===== src/rtl/wiper_pkg.sv =====
package wiper_pkg;

  // One-hot selection of the update source chosen by the control
  typedef struct packed {
    logic recall;
    logic xfer;
    logic load;
    logic up;
    logic down;
  } wiperCmd_t;

endpackage


===== src/rtl/wiper_ctrl.sv =====
module wiper_ctrl
  import wiper_pkg::*;
(
  input  logic      clk,
  input  logic      rstN,
  input  logic      recallStb,
  input  logic      xferStb,
  input  logic      loadStb,
  input  logic      stepUp,
  input  logic      stepDown,
  output wiperCmd_t cmd
);

  // Power-up recall is owed once after reset release
  logic pendRecall;

  always_ff @(posedge clk or negedge rstN) begin
    if (!rstN) pendRecall <= 1'b1;
    else       pendRecall <= 1'b0;
  end

  // Fixed priority: recall, transfer, direct load, step
  always_comb begin
    cmd = '0;
    if (recallStb || pendRecall) begin
      cmd.recall = 1'b1;
    end else if (xferStb) begin
      cmd.xfer = 1'b1;
    end else if (loadStb) begin
      cmd.load = 1'b1;
    end else if (stepUp ^ stepDown) begin
      cmd.up   = stepUp;
      cmd.down = stepDown;
    end
  end

endmodule


===== src/rtl/wiper_datapath.sv =====
module wiper_datapath
  import wiper_pkg::*;
#(
  parameter int POS_W = 8
) (
  input  logic             clk,
  input  logic             rstN,
  input  wiperCmd_t        cmd,
  input  logic [POS_W-1:0] recallData,
  input  logic [POS_W-1:0] xferData,
  input  logic [POS_W-1:0] loadData,
  output logic [POS_W-1:0] nextPos,
  output logic [POS_W-1:0] pos
);

  localparam logic [POS_W-1:0] TOP_POS = {POS_W{1'b1}};
  localparam logic [POS_W-1:0] BOT_POS = '0;
  localparam logic [POS_W-1:0] ONE     = POS_W'(1);

  always_comb begin
    nextPos = pos;
    if (cmd.recall)                        nextPos = recallData;
    else if (cmd.xfer)                     nextPos = xferData;
    else if (cmd.load)                     nextPos = loadData;
    else if (cmd.up   && pos != TOP_POS)   nextPos = pos + ONE;
    else if (cmd.down && pos != BOT_POS)   nextPos = pos - ONE;
  end

  always_ff @(posedge clk or negedge rstN) begin
    if (!rstN) pos <= BOT_POS;
    else       pos <= nextPos;
  end

endmodule


===== src/rtl/tap_decoder.sv =====
module tap_decoder #(
  parameter int POS_W = 8,
  localparam int TAPS = 1 << POS_W
) (
  input  logic             clk,
  input  logic             rstN,
  input  logic [POS_W-1:0] nextPos,
  output logic [TAPS-1:0]  tapQ
);

  logic [TAPS-1:0] hit;

  genvar gi;
  generate
    for (gi = 0; gi < TAPS; gi++) begin : gTap
      assign hit[gi] = (nextPos == POS_W'(gi));
    end
  endgenerate

  // Registered so the vector switches atomically from one tap to the next
  always_ff @(posedge clk or negedge rstN) begin
    if (!rstN) tapQ <= TAPS'(1);
    else       tapQ <= hit;
  end

endmodule


===== src/rtl/wiper_tap_ctrl.sv =====
module wiper_tap_ctrl
  import wiper_pkg::*;
(
  input  logic         clk,
  input  logic         rstN,
  input  logic         recallStb,
  input  logic [7:0]   recallData,
  input  logic         xferStb,
  input  logic [7:0]   xferData,
  input  logic         loadStb,
  input  logic [7:0]   loadData,
  input  logic         stepUp,
  input  logic         stepDown,
  output logic [7:0]   wiperPos,
  output logic [255:0] tapSel
);

  localparam int POS_W = 8;

  wiperCmd_t        cmd;
  logic [POS_W-1:0] nextPos;

  wiper_ctrl u_ctrl (
    .clk      (clk),
    .rstN     (rstN),
    .recallStb(recallStb),
    .xferStb  (xferStb),
    .loadStb  (loadStb),
    .stepUp   (stepUp),
    .stepDown (stepDown),
    .cmd      (cmd)
  );

  wiper_datapath #(.POS_W(POS_W)) u_dp (
    .clk       (clk),
    .rstN      (rstN),
    .cmd       (cmd),
    .recallData(recallData),
    .xferData  (xferData),
    .loadData  (loadData),
    .nextPos   (nextPos),
    .pos       (wiperPos)
  );

  tap_decoder #(.POS_W(POS_W)) u_dec (
    .clk    (clk),
    .rstN   (rstN),
    .nextPos(nextPos),
    .tapQ   (tapSel)
  );

endmodule


===== config.mk =====
export PLATFORM = sky130hd
export DESIGN_NAME = wiper_tap_ctrl
export DESIGN_NICKNAME = d
export VERILOG_FILES = /design/src/rtl/wiper_pkg.sv /design/src/rtl/wiper_ctrl.sv /design/src/rtl/wiper_datapath.sv /design/src/rtl/tap_decoder.sv /design/src/rtl/wiper_tap_ctrl.sv
export SDC_FILE = /design/constraint.sdc
export NUM_CORES = 1
export LEC_CHECK = 0
export ABC_CLOCK_PERIOD_IN_PS = 8050
export BUFFER_PORTS_ARGS = -buffer_cell sky130_fd_sc_hd__buf_2
export CAP_MARGIN = 30
export CORE_MARGIN = 3
export CORE_UTILIZATION = 54
export CTS_CLUSTER_DIAMETER = 100
export DETAILED_ROUTE_END_ITERATION = 7
export HOLD_SLACK_MARGIN = 0.03
export PLACE_DENSITY = 0.88
export RECOVER_POWER = 25
export SYNTH_ARGS = -nofsm -noshare
export SYNTH_HDL_FRONTEND = slang
export SYNTH_SLANG_ARGS = --single-unit

===== constraint.sdc =====
create_clock -name clk -period 8.05 [get_ports clk]
set_input_delay 0.805 -clock clk [delete_from_list [all_inputs] [get_ports clk]]
set_output_delay 0.805 -clock clk [all_outputs]
set_load 0.02 [all_outputs]

## Word-level counts from Yosys, hierarchy flattened

Cells that the tools add are included.

- Flip-flop bits (word level): 265
- Input port bits: 31
- Logic and storage cells: 279

- Add/sub/neg operators: 2
- Eq/ne operators: 256
- Multiplexer cells: 12
- Bitwise gates (word level): 1
- Reduce and logical (&&, ||, !) cells: 5

Operators by type and width:

| operator | count |
|---|---|
| 8-bit == test, second input constant | 128 |
| 8-bit by 7-bit == test with 1-bit output, second input constant | 64 |
| 8-bit by 6-bit == test with 1-bit output, second input constant | 32 |
| 8-bit by 5-bit == test with 1-bit output, second input constant | 16 |
| 8-bit by 4-bit == test with 1-bit output, second input constant | 8 |
| 8-bit 2-to-1 mux | 5 |
| 8-bit by 3-bit == test with 1-bit output, second input constant | 4 |
| 8-bit by 2-bit == test with 1-bit output, second input constant | 2 |
| 8-bit by 1-bit adder with 8-bit output, second input constant | 1 |
| 8-bit by 1-bit == test with 1-bit output, second input constant | 1 |
| 8-bit zero test | 1 |
| 8-bit != test, second input constant | 1 |
| 8-bit nonzero test | 1 |
| 8-bit by 1-bit subtractor with 8-bit output, second input constant | 1 |
| 2-bit 2-to-1 mux | 2 |
| 4-bit 2-to-1 mux | 1 |
| 1-bit 2-to-1 mux | 3 |
| 3-bit 2-to-1 mux | 1 |
| 1-bit logical AND | 2 |
| 1-bit logical OR | 1 |
| 1-bit bitwise XOR | 1 |

## Depth between registers and ports, before layout

Gate-level depths: netlist (run 1).

- Depth after elaboration: 12
- Depth in mapped cells: 11
- Mapped depth without buffers: 10

## Cells and area by module

Synthesis (run 1) repeated with hierarchy kept, for this count alone.

- Cells, all modules: 710
- Area total of the unflattened synthesis: 9071.2 µm²

By module, submodules not included:

| module | instances | cells an instance | area an instance (µm²) |
|---|---|---|---|
| tap_decoder | 1 | 606 | 8207.9 |
| wiper_datapath | 1 | 95 | 775.7 |
| wiper_ctrl | 1 | 9 | 87.6 |

## Least setup slack after synthesis (run 1)

Ideal clock, no wire load.

- Path type: input to register
- Start: input port recallStb
- End: register u_dec.tapQ[131]
- Setup time: 0.132 ns
- Arrival: 3.236 ns
- Path slack: 4.682 ns
- Stages on the path: 10
- Cells stage by stage: or4_1 > buf_2 > a211oi_4 > nor2_1 > xnor2_1 > o221ai_2 > clkinv_2 > nand3_2 > clkbuf_1 > nor2_1

- Longest elaborated chain between the ends: 9
- Elaborated cells on any way between the ends: 11

RTL lines:

| element | RTL line | text |
|---|---|---|
| start, declared | wiper_tap_ctrl.sv:6 | `input logic recallStb,` |
| 1-bit logical OR (*) | wiper_ctrl.sv:25 | `if (recallStb \|\| pendRecall) begin` |
| 4-bit 2-to-1 mux | wiper_ctrl.sv:25 |  |
| 1-bit logical AND | wiper_datapath.sv:26 | `else if (cmd.down && pos != BOT_POS) nextPos = pos - ONE;` |
| 8-bit 2-to-1 mux | wiper_datapath.sv:26 |  |
| 8-bit 2-to-1 mux | wiper_datapath.sv:25 | `else if (cmd.up && pos != TOP_POS) nextPos = pos + ONE;` |
| 8-bit 2-to-1 mux | wiper_datapath.sv:24 | `else if (cmd.load) nextPos = loadData;` |
| 8-bit 2-to-1 mux | wiper_datapath.sv:23 | `else if (cmd.xfer) nextPos = xferData;` |
| 8-bit 2-to-1 mux (*) | wiper_datapath.sv:22 | `if (cmd.recall) nextPos = recallData;` |
| named net nextPos[0] | wiper_tap_ctrl.sv:21 | `logic [POS_W-1:0] nextPos;` |
| 8-bit == test (*) | tap_decoder.sv:16 | `assign hit[gi] = (nextPos == POS_W'(gi));` |
| named net u_dec.hit[131] | tap_decoder.sv:11 | `logic [TAPS-1:0] hit;` |
| end signal, assigned | tap_decoder.sv:23 | `else tapQ <= hit;` |
| end, declared | tap_decoder.sv:8 | `output logic [TAPS-1:0] tapQ` |

The timed path passes the listed nets; every way through them passes the cells marked *.

## Worst setup path in the final report (run 1)

- Start: input port recallStb
- End: register u_dec.tapQ[175]

Same word-level chain as after synthesis.

==> impl_metrics.py, run 1 <==
metrics = {
    "status": {
        "run_status": "complete, no violations",
    },
    "worst_setup_path": {
        "critical_path_data_required_time_ns": 8.44,
        "rrSetupSlack_ns": 4.35,
        "critical_path.endpoint_type": "flip-flop",
        "launching_element_type_of_the_critical_path": "input port",
        "critical-path-slowest-cell": "sky130_fd_sc_hd__or4_1",
        "reg2regPathDepth": 8,
        "worst_path_dominant_cell_family": "simple AND/OR/NAND/NOR gates",
        "worstReg2RegEnd": "u_dec.tapQ[175]",
        "crit_type": "input port to flip-flop",
        "path_buf_inv": 2,
        "cell_by_cell_trace_of_the_critical_path": "buf_2, or4_1, a2111oi_2, a32oi_1, xnor2_1, o221ai_2, inv_2, nand3_1, nor2_1",
        "startpoint_of_the_lowest_slack_register_to_register_path": "u_ctrl.pendRecall",
        "worstPathArrival_ns": 4.11,
        "slowest_stage_delay_cp_ns": 0.72,
        "timing.critical_path.fanout_max": 16,
    },
    "yosys": {
        "synth_top_area_frac": 0.748,
        "postSynthAreaPerCell_sq_um": 12.5,
        "synthesis.yosys.warnings": 0,
        "synth_seq_area_share": 0.754,
        "synth.ff_latch_count": 265,
        "post_synth_inst_count": 705,
        "edff_count_synth": 0,
        "synth.net_count": 739,
        "synth.top_cells.by_area": "sky130_fd_sc_hd__dfrtp_1 (75%), sky130_fd_sc_hd__nor2_1 (11%), sky130_fd_sc_hd__nand3_1 (1.3%)",
        "ys.flop_type": "sky130_fd_sc_hd__dfrtp_1",
        "synth_cell_type_count": 59,
        "mappedNetlistArea_sq_mm": 0.00880,
        "netlist_top_cells_count": "sky130_fd_sc_hd__nor2_1 (266), sky130_fd_sc_hd__dfrtp_1 (263), sky130_fd_sc_hd__nand3_1 (23), sky130_fd_sc_hd__clkbuf_1 (22), sky130_fd_sc_hd__nand2_1 (16)",
        "synth_most_common_cell": "sky130_fd_sc_hd__nor2_1",
        "synth-async-reset-ratio": 1.00,
        "synth.largest_area_cell": "sky130_fd_sc_hd__dfrtp_1",
    },
    "cts": {
        "number_of_buffers_created_by_cts": 25,
        "cts_max_level": 1,
        "cts-resized-gates": 0,
        "cts_root_buffer": "sky130_fd_sc_hd__clkbuf_16",
        "cts_num_sinks": 265,
        "holdBufCountCts": 0,
        "cts_tree": "yes",
        "cts-root-to-sink-buffers": 3,
        "cts.reportedPaths.clkPinSlew_ns": 0.06,
        "worstSkewPairLatency_ns": 0.53,
        "post-cts-setup-buffer-count": 0,
    },
    "detailed_routing": {
        "routed-via-count": 6526,
        "dr.max_layer_used": "met4",
        "drtIter0Drc": 480,
        "wire_per_inst_um": 20.7,
        "drt_pre_antenna_iters": 5,
        "drt_drc_violations_left": 0,
        "ant_nets": 0,
        "drt-met1-wl_um": 9310,
        "vias_per_cell": 5.32,
        "wl_met2_um": 12900,
        "detail_route.wirelength_um": 25400,
        "met3_wirelength_um": 2160,
    },
    "sta": {
        "timing.slew.headroom": 0.295,
        "fin_ws_ns": 4.33,
        "clock.fmax_mhz": 269,
        "setup_repair_after_global_routing_missed_its_margin": "false",
        "clock-skew-final_ns": 0.0270,
        "tns_ns": 0,
        "setup_viol": 0,
        "post-route-min-period_ns": 3.72,
        "number_of_failing_hold_endpoints_at_the_final_stage": 0,
        "worst-slew-pin-transition_ns": 1.06,
        "min_period_over_period": 0.463,
        "report.final.slew_viol_count": 0,
    },
    "pwr": {
        "p_clk_frac": 0.451,
        "switching_power_mw": 0.649,
        "p_int_mw": 2.14,
        "leakagePower_nw": 5.96,
        "comb_power_share": 0.063,
        "netSwitchingFraction": 0.233,
        "cellPowerDensity_mw_per_mm2": 248,
        "maximum_resistive_drop_on_vdd_mv": 0.214,
        "power.share.sequential": 0.487,
    },
    "grt": {
        "first_global_vias": 6690,
        "track_usage": 0.279,
        "grt_pass1_wl_um": 38100,
        "grt_antenna_before_repair": 0,
        "grt-ovfl-total": 0,
        "maximum_number_of_pins_on_one_net_before_global_route_repair": 153,
    },
    "run": {
        "timing.max_cap.violations": 0,
    },
    "floorplan": {
        "chipWidth_um": 134,
        "die_y_um": 134,
        "placementRows": 46,
        "die_area_sq_mm": 0.0179,
        "io_pins": 295,
        "start_util": 0.552,
        "core_region_area_sq_mm": 0.0159,
    },
    "layout": {
        "number_of_diodes_added_for_antenna_fixing": 0,
        "number_of_nets_at_the_end_of_the_flow": 1027,
        "drive_above_1_share": 0.321,
        "layout-area-overhead-vs-synth_pct": 27.8,
    },
    "worst_hold_path": {
        "min-delay-path-class": "input port to async pin",
    },
    "placed_design": {
        "dp_hpwl_um": 16400,
        "place_worst_setup_slack_ns": 3.94,
        "portbufs": 294,
        "gp_congestion": 0.906,
    },
}
## kinds of logic after synthesis
logic type,Yosys count,share of synthesized area
AOI/OAI and AO/OA,42,0.0441
xor gates and xnor gates,3,0.00299
DFF,265,0.754
other,1,0.000426
buffers and inverters,45,0.0213
muxes,2,0.00384
and+or+nand+nor,344,0.169
adders and majority gates,3,0.00427
## layer usage
metal,vias to the layer above,track usage
li1,2832,-
met1,3302,0.331
met2,325,0.479
met3,67,0.0827
met4,0,0.115
met5,-,0
## power by group through the flow
stage	logic [mW]	clock network (mW)	registers, mW
2_1_floorplan	0.0815	0	1.39
3_3_place_gp	0.171	0	1.38
3_5_place_dp	0.174	0	1.38
4_1_cts	0.175	1.27	1.36
5_1_grt	0.189	1.32	1.36
6_report	0.174	1.26	1.36
## cell usage in the layout, fill, tap and decap left out, types with 2 or more instances in the layout
| master | instances |
|---|---|
| sky130_fd_sc_hd__a2111oi_2 | 2 |
| sky130_fd_sc_hd__a211oi_1 | 3 |
| sky130_fd_sc_hd__a211oi_2 | 2 |
| sky130_fd_sc_hd__a21oi_1 | 4 |
| sky130_fd_sc_hd__a32oi_1 | 2 |
| sky130_fd_sc_hd__and2_1 | 2 |
| sky130_fd_sc_hd__buf_2 | 245 |
| sky130_fd_sc_hd__buf_4 | 3 |
| sky130_fd_sc_hd__bufinv_16 | 5 |
| sky130_fd_sc_hd__clkbuf_1 | 53 |
| sky130_fd_sc_hd__clkbuf_16 | 25 |
| sky130_fd_sc_hd__clkbuf_8 | 2 |
| sky130_fd_sc_hd__clkinv_2 | 5 |
| sky130_fd_sc_hd__clkinvlp_4 | 3 |
| sky130_fd_sc_hd__dfrtp_1 | 263 |
| sky130_fd_sc_hd__dfstp_2 | 2 |
| sky130_fd_sc_hd__ha_1 | 3 |
| sky130_fd_sc_hd__inv_1 | 4 |
| sky130_fd_sc_hd__inv_2 | 3 |
| sky130_fd_sc_hd__nand2_1 | 16 |
| sky130_fd_sc_hd__nand2b_1 | 3 |
| sky130_fd_sc_hd__nand3_1 | 23 |
| sky130_fd_sc_hd__nand3_2 | 11 |
| sky130_fd_sc_hd__nand3b_1 | 3 |
| sky130_fd_sc_hd__nor2_1 | 266 |
| sky130_fd_sc_hd__nor2b_1 | 3 |
| sky130_fd_sc_hd__nor3_1 | 3 |
| sky130_fd_sc_hd__nor4_1 | 2 |
| sky130_fd_sc_hd__o211ai_1 | 2 |
| sky130_fd_sc_hd__o21a_2 | 2 |
| sky130_fd_sc_hd__o221ai_2 | 3 |
| sky130_fd_sc_hd__o22ai_1 | 7 |
| sky130_fd_sc_hd__or3_1 | 2 |
| sky130_fd_sc_hd__xnor2_1 | 3 |
## how the worst max path moves through the flow
stage                            startpoint              end  slack, ns  cells after the start
final                             recallStb  u_dec.tapQ[175]       4.33                      9
after CTS                         recallStb  u_dec.tapQ[219]       4.48                      9
after floorplan                   recallStb  u_dec.tapQ[131]       4.68                     10
after global routing      u_ctrl.pendRecall   u_dec.tapQ[43]       4.16                      8
after detailed placement          recallStb  u_dec.tapQ[107]       3.94                      9
after global placement            recallStb  u_dec.tapQ[107]       4.04                      9
## sequential cells by signal, indices dropped and copies added (netlist names)
register	flops
u_ctrl.pendRecall	1
u_dec.tapQ	256
u_dp.pos	8
## worst register-to-register path: cells and delay by family (launching register included)
family	cells	cell delay [ns]
AOI/OAI and AO/OA	3	0.90
DFF	1	0.38
and+or+nand+nor	3	1.81
xor gates and xnor gates	1	0.26
buffers and inverters	1	0.22
## through the flow
step	hold WS (ns)	utilization	cell area (sq um)	power (mW)	cells
finish	0.446	0.705	11200	2.79	1227
global route	0.510	0.705	11200	2.87	1227
CTS	0.486	0.709	11300	2.80	1227
detailed placement	0.793	0.654	10400	1.55	1182
global placement	0.792	0.654	10400	1.55	1182
floorplan	0.509	-	8800	1.47	705
## final cells by class
cell class                      instances  area, sq um
Clock buffer                           32          672
Clock inverter                         13          213
Fill cell                            1108         4700
Inverter                                9         37.5
Multi-Input combinational cell        395         1980
Sequential cell                       265         6630
Tap cell                              216          270
Timing Repair Buffer                  297         1440
Note: power is estimated with default switching activity, not from simulation.
==> run 2, diff against run 1 <==
ABC_AREA = 1   (was not set)
ABC_CLOCK_PERIOD_IN_PS = 3600   (was 8050)
CORE_UTILIZATION = 51   (was 54)
PLACE_DENSITY = 0.82   (was 0.88)
clock period = 3.6 ns   (was 8.05 ns; I/O delays follow)
==> run 2 against run 1 <==
The flow now finishes with violations (max-capacitance violations, max-slew violations). Largest cell class unchanged. Flip-flop and latch count did not move. Design area increased by 8.5%. Critical path depth increased by 5.
==> impl_metrics.py, run 2 <==
metrics = {
    "worst_setup_path": {
        "timing.critical_path.from": "u_dp.pos[0]",
        "worstReg2RegEnd": "u_dec.tapQ[20]",
        "crit_type": "flip-flop to flip-flop",
        "critical-path-slowest-cell": "sky130_fd_sc_hd__nand4_2",
        "worstPathArrival_ns": 3.18,
        "worst_path_most_repeated_cell": "sky130_fd_sc_hd__nand2_1",
        "path_buf_inv": 2,
        "crit_end": "u_dec.tapQ[20]",
        "worst_path_dominant_cell_family": "simple AND/OR/NAND/NOR gates",
        "path_depth": 14,
        "critical_path_data_required_time_ns": 4.03,
        "reg2regPathDepth": 14,
        "cell_by_cell_trace_of_the_critical_path": "inv_1, ha_1, inv_1, nor2_1, nand2_2, nand2_4, nand2_1, nand2_1, nand2_1, nand3_1, nand2_1, a21oi_4, nand4_2, nor2_1",
        "slowest_stage_delay_cp_ns": 0.53,
        "rrSetupSlack_ns": 0.85,
        "critical_path.endpoint_type": "flip-flop",
        "timing.critical_path.fanout_max": 16,
        "startpoint_of_the_lowest_slack_register_to_register_path": "u_dp.pos[0]",
        "launching_element_type_of_the_critical_path": "flip-flop",
    },
    "floorplan": {
        "core_region_area_sq_mm": 0.0188,
        "placementRows": 50,
        "chipWidth_um": 145,
        "io_pins": 295,
        "die_y_um": 145,
        "die_area_sq_mm": 0.0210,
        "start_util": 0.524,
    },
    "yosys": {
        "synthesis.yosys.warnings": 0,
        "synth_most_common_cell": "sky130_fd_sc_hd__dfrtp_1",
        "postSynthAreaPerCell_sq_um": 12.2,
        "edff_count_synth": 0,
        "synth_top_area_frac": 0.667,
        "post_synth_inst_count": 808,
        "netlist_top_cells_count": "sky130_fd_sc_hd__dfrtp_1 (263), sky130_fd_sc_hd__nor2_1 (193), sky130_fd_sc_hd__nor2_2 (84), sky130_fd_sc_hd__nand2_1 (71), sky130_fd_sc_hd__inv_1 (33)",
        "synth_seq_area_share": 0.673,
        "mappedNetlistArea_sq_mm": 0.00986,
        "synth.ff_latch_count": 265,
        "synth.net_count": 842,
        "ys.flop_type": "sky130_fd_sc_hd__dfrtp_1",
        "synth.top_cells.by_area": "sky130_fd_sc_hd__dfrtp_1 (67%), sky130_fd_sc_hd__nor2_1 (7.3%), sky130_fd_sc_hd__nor2_2 (5.3%)",
        "synth-async-reset-ratio": 1.00,
        "synth.largest_area_cell": "sky130_fd_sc_hd__dfrtp_1",
        "synth_cell_type_count": 35,
    },
    "layout": {
        "layout-area-overhead-vs-synth_pct": 23.7,
        "number_of_diodes_added_for_antenna_fixing": 0,
        "mostFrequentLayoutCells": "sky130_fd_sc_hd__dfrtp_1 (263), sky130_fd_sc_hd__buf_2 (232), sky130_fd_sc_hd__nor2_1 (193), sky130_fd_sc_hd__nor2_2 (84), sky130_fd_sc_hd__nand2_1 (71)",
        "reg_top3": "u_dec.tapQ x256, u_dp.pos x8, u_ctrl.pendRecall x1",
        "number_of_nets_at_the_end_of_the_flow": 1131,
        "finalCoreUtilization": 0.648,
        "final_design_area_no_fill_sq_mm": 0.0122,
        "max_flop_register": "u_dec.tapQ",
        "drive_above_1_share": 0.403,
        "layout.cells.most_common": "sky130_fd_sc_hd__dfrtp_1",
        "largest_reg_flops": 256,
    },
    "grt": {
        "grt.met1_usage": 0.308,
        "grt_antenna_before_repair": 0,
        "grt_pass1_wl_um": 39700,
        "maximum_number_of_pins_on_one_net_before_global_route_repair": 102,
        "grt.met2_usage": 0.420,
        "busiest_layer": "met2",
        "grt-ovfl-total": 0,
        "track_usage": 0.241,
        "grt.met3_usage": 0.0543,
        "first_global_vias": 6788,
    },
    "run": {
        "timing.max_cap.violations": 1,
    },
    "pwr": {
        "cellPowerDensity_mw_per_mm2": 522,
        "maximum_resistive_drop_on_vdd_mv": 0.422,
        "leakagePower_nw": 6.53,
    },
    "sta": {
        "timing.slew.headroom": -0.621,
        "report.final.slew_viol_count": 100,
        "setup_viol": 0,
        "worst-slew-pin-transition_ns": 2.43,
        "number_of_failing_hold_endpoints_at_the_final_stage": 0,
        "clock-skew-final_ns": 0.0101,
        "post-route-min-period_ns": 2.75,
        "setup_repair_after_global_routing_missed_its_margin": "false",
        "min_period_over_period": 0.764,
        "clock.fmax_mhz": 363,
        "tns_ns": 0,
    },
    "detailed_routing": {
        "ant_nets": 0,
        "detail_route.wirelength_um": 26000,
        "drtIter0Drc": 301,
        "drt_pre_antenna_iters": 4,
        "vias_per_cell": 4.81,
        "routed-via-count": 6627,
        "drt_drc_violations_left": 0,
        "wire_per_inst_um": 18.9,
    },
    "status": {
        "run_status": "finished, violations left",
        "violations": "max-capacitance violations, max-slew violations",
    },
    "cts": {
        "cts.reportedPaths.clkPinSlew_ns": 0.06,
        "worstSkewPairLatency_ns": 0.53,
        "cts_root_buffer": "sky130_fd_sc_hd__clkbuf_16",
        "cts_num_sinks": 265,
        "cts_tree": "yes",
        "cts-root-to-sink-buffers": 3,
        "cts_max_level": 1,
        "number_of_buffers_created_by_cts": 27,
    },
    "placed_design": {
        "gp_congestion": 0.908,
        "placed_cell_area_sq_mm": 0.0114,
        "dp_hpwl_um": 17800,
        "portbufs": 294,
    },
    "worst_hold_path": {
        "min-delay-path-class": "input port to flip-flop",
    },
}
-- run 2: cell count changes after synthesis, sizes merged, moves of 5 or more --
cell	before	now
nand2	16	108
inv	8	41
nor2	266	291
buf	14	37
clkbuf	22	1
o21ai	2	10
o22ai	7	0
a211oi	6	0
xor2	0	5
-- run 2: kinds of logic after synthesis --
family / after synthesis / synth area share
AO/OA/AOI/OAI: 16 / 0.0145
XOR/XNOR: 5 / 0.00444
adder cells (fa/ha/maj): 3 / 0.00381
AND/OR/NAND/NOR: 438 / 0.251
flip-flops: 265 / 0.673
other: 1 / 0.000380
buffers and inverters: 80 / 0.0530
-- run 2: timing repair --
action / 4_1_cts / 5_1_grt
resized for setup: 0 / 0
hold buffers: 1 / 0
hold endpoints to repair: 98 / 0
buffers inserted: 0 / 0
-- run 2: per-stage QoR --
step	hold slack (ns)	power [mW]	setup slack [ns]	std cells
CTS	0.133	6.42	0.783	1377
global placement	0.439	3.58	0.780	1327
finish	0.153	6.37	0.848	1377
floorplan	0.0644	3.43	1.34	808
global route	0.156	6.56	0.567	1377
detailed placement	0.444	3.59	0.734	1327
-- run 2: how the worst min path moves through the flow --
stage                              from              end  slack, ns  cells past startpoint
after floorplan                    rstN  u_dec.tapQ[100]       0.06                      0
after global placement             rstN  u_dec.tapQ[116]       0.44                      1
after detailed placement           rstN  u_dec.tapQ[116]       0.44                      1
after CTS                   xferData[1]      u_dp.pos[1]       0.13                      3
after global routing        xferData[1]      u_dp.pos[1]       0.16                      3
final                     recallData[1]      u_dp.pos[1]       0.15                      3
-- run 2: layout make-up --
cell class | count | area (sq um)
inverters | 42 | 165
well taps | 260 | 325
clock buffers | 40 | 795
clock inverters | 9 | 124
fillers | 1414 | 6630
flip-flops and latches | 265 | 6630
multi-input cells | 463 | 2700
repair buffers | 298 | 1450
-- run 2: report_power, final --
| group | switching [mW] | leakage, nW | internal [mW] | total (mW) |
|---|---|---|---|---|
| Sequential | 0.0255 | 3.67 | 3.00 | 3.03 |
| Clock | 1.15 | 0.450 | 1.68 | 2.84 |
| Combinational | 0.384 | 2.40 | 0.116 | 0.500 |
| Total | 1.56 | 6.53 | 4.80 | 6.37 |
-- run 2: routing by layer --
| layer | routed length [um] | share of wire | up-vias |
|---|---|---|---|
| li1 | - | - | 3027 |
| met1 | 10700 | 0.41 | 3278 |
| met2 | 13000 | 0.50 | 284 |
| met3 | 1830 | 0.070 | 38 |
| met4 | 524 | 0.020 | 0 |
| met5 | 0 | 0 | - |
-- run 2: worst reg2reg max path, cell delays in order, from the launching register on --
cell and delay (ns):
sky130_fd_sc_hd__dfrtp_1 0.44, sky130_fd_sc_hd__inv_1 0.18, sky130_fd_sc_hd__ha_1 0.20, sky130_fd_sc_hd__inv_1 0.05, sky130_fd_sc_hd__nor2_1 0.12, sky130_fd_sc_hd__nand2_2 0.11
sky130_fd_sc_hd__nand2_4 0.11, sky130_fd_sc_hd__nand2_1 0.05, sky130_fd_sc_hd__nand2_1 0.07, sky130_fd_sc_hd__nand2_1 0.06, sky130_fd_sc_hd__nand3_1 0.07, sky130_fd_sc_hd__nand2_1 0.12
sky130_fd_sc_hd__a21oi_4 0.25, sky130_fd_sc_hd__nand4_2 0.53, sky130_fd_sc_hd__nor2_1 0.29
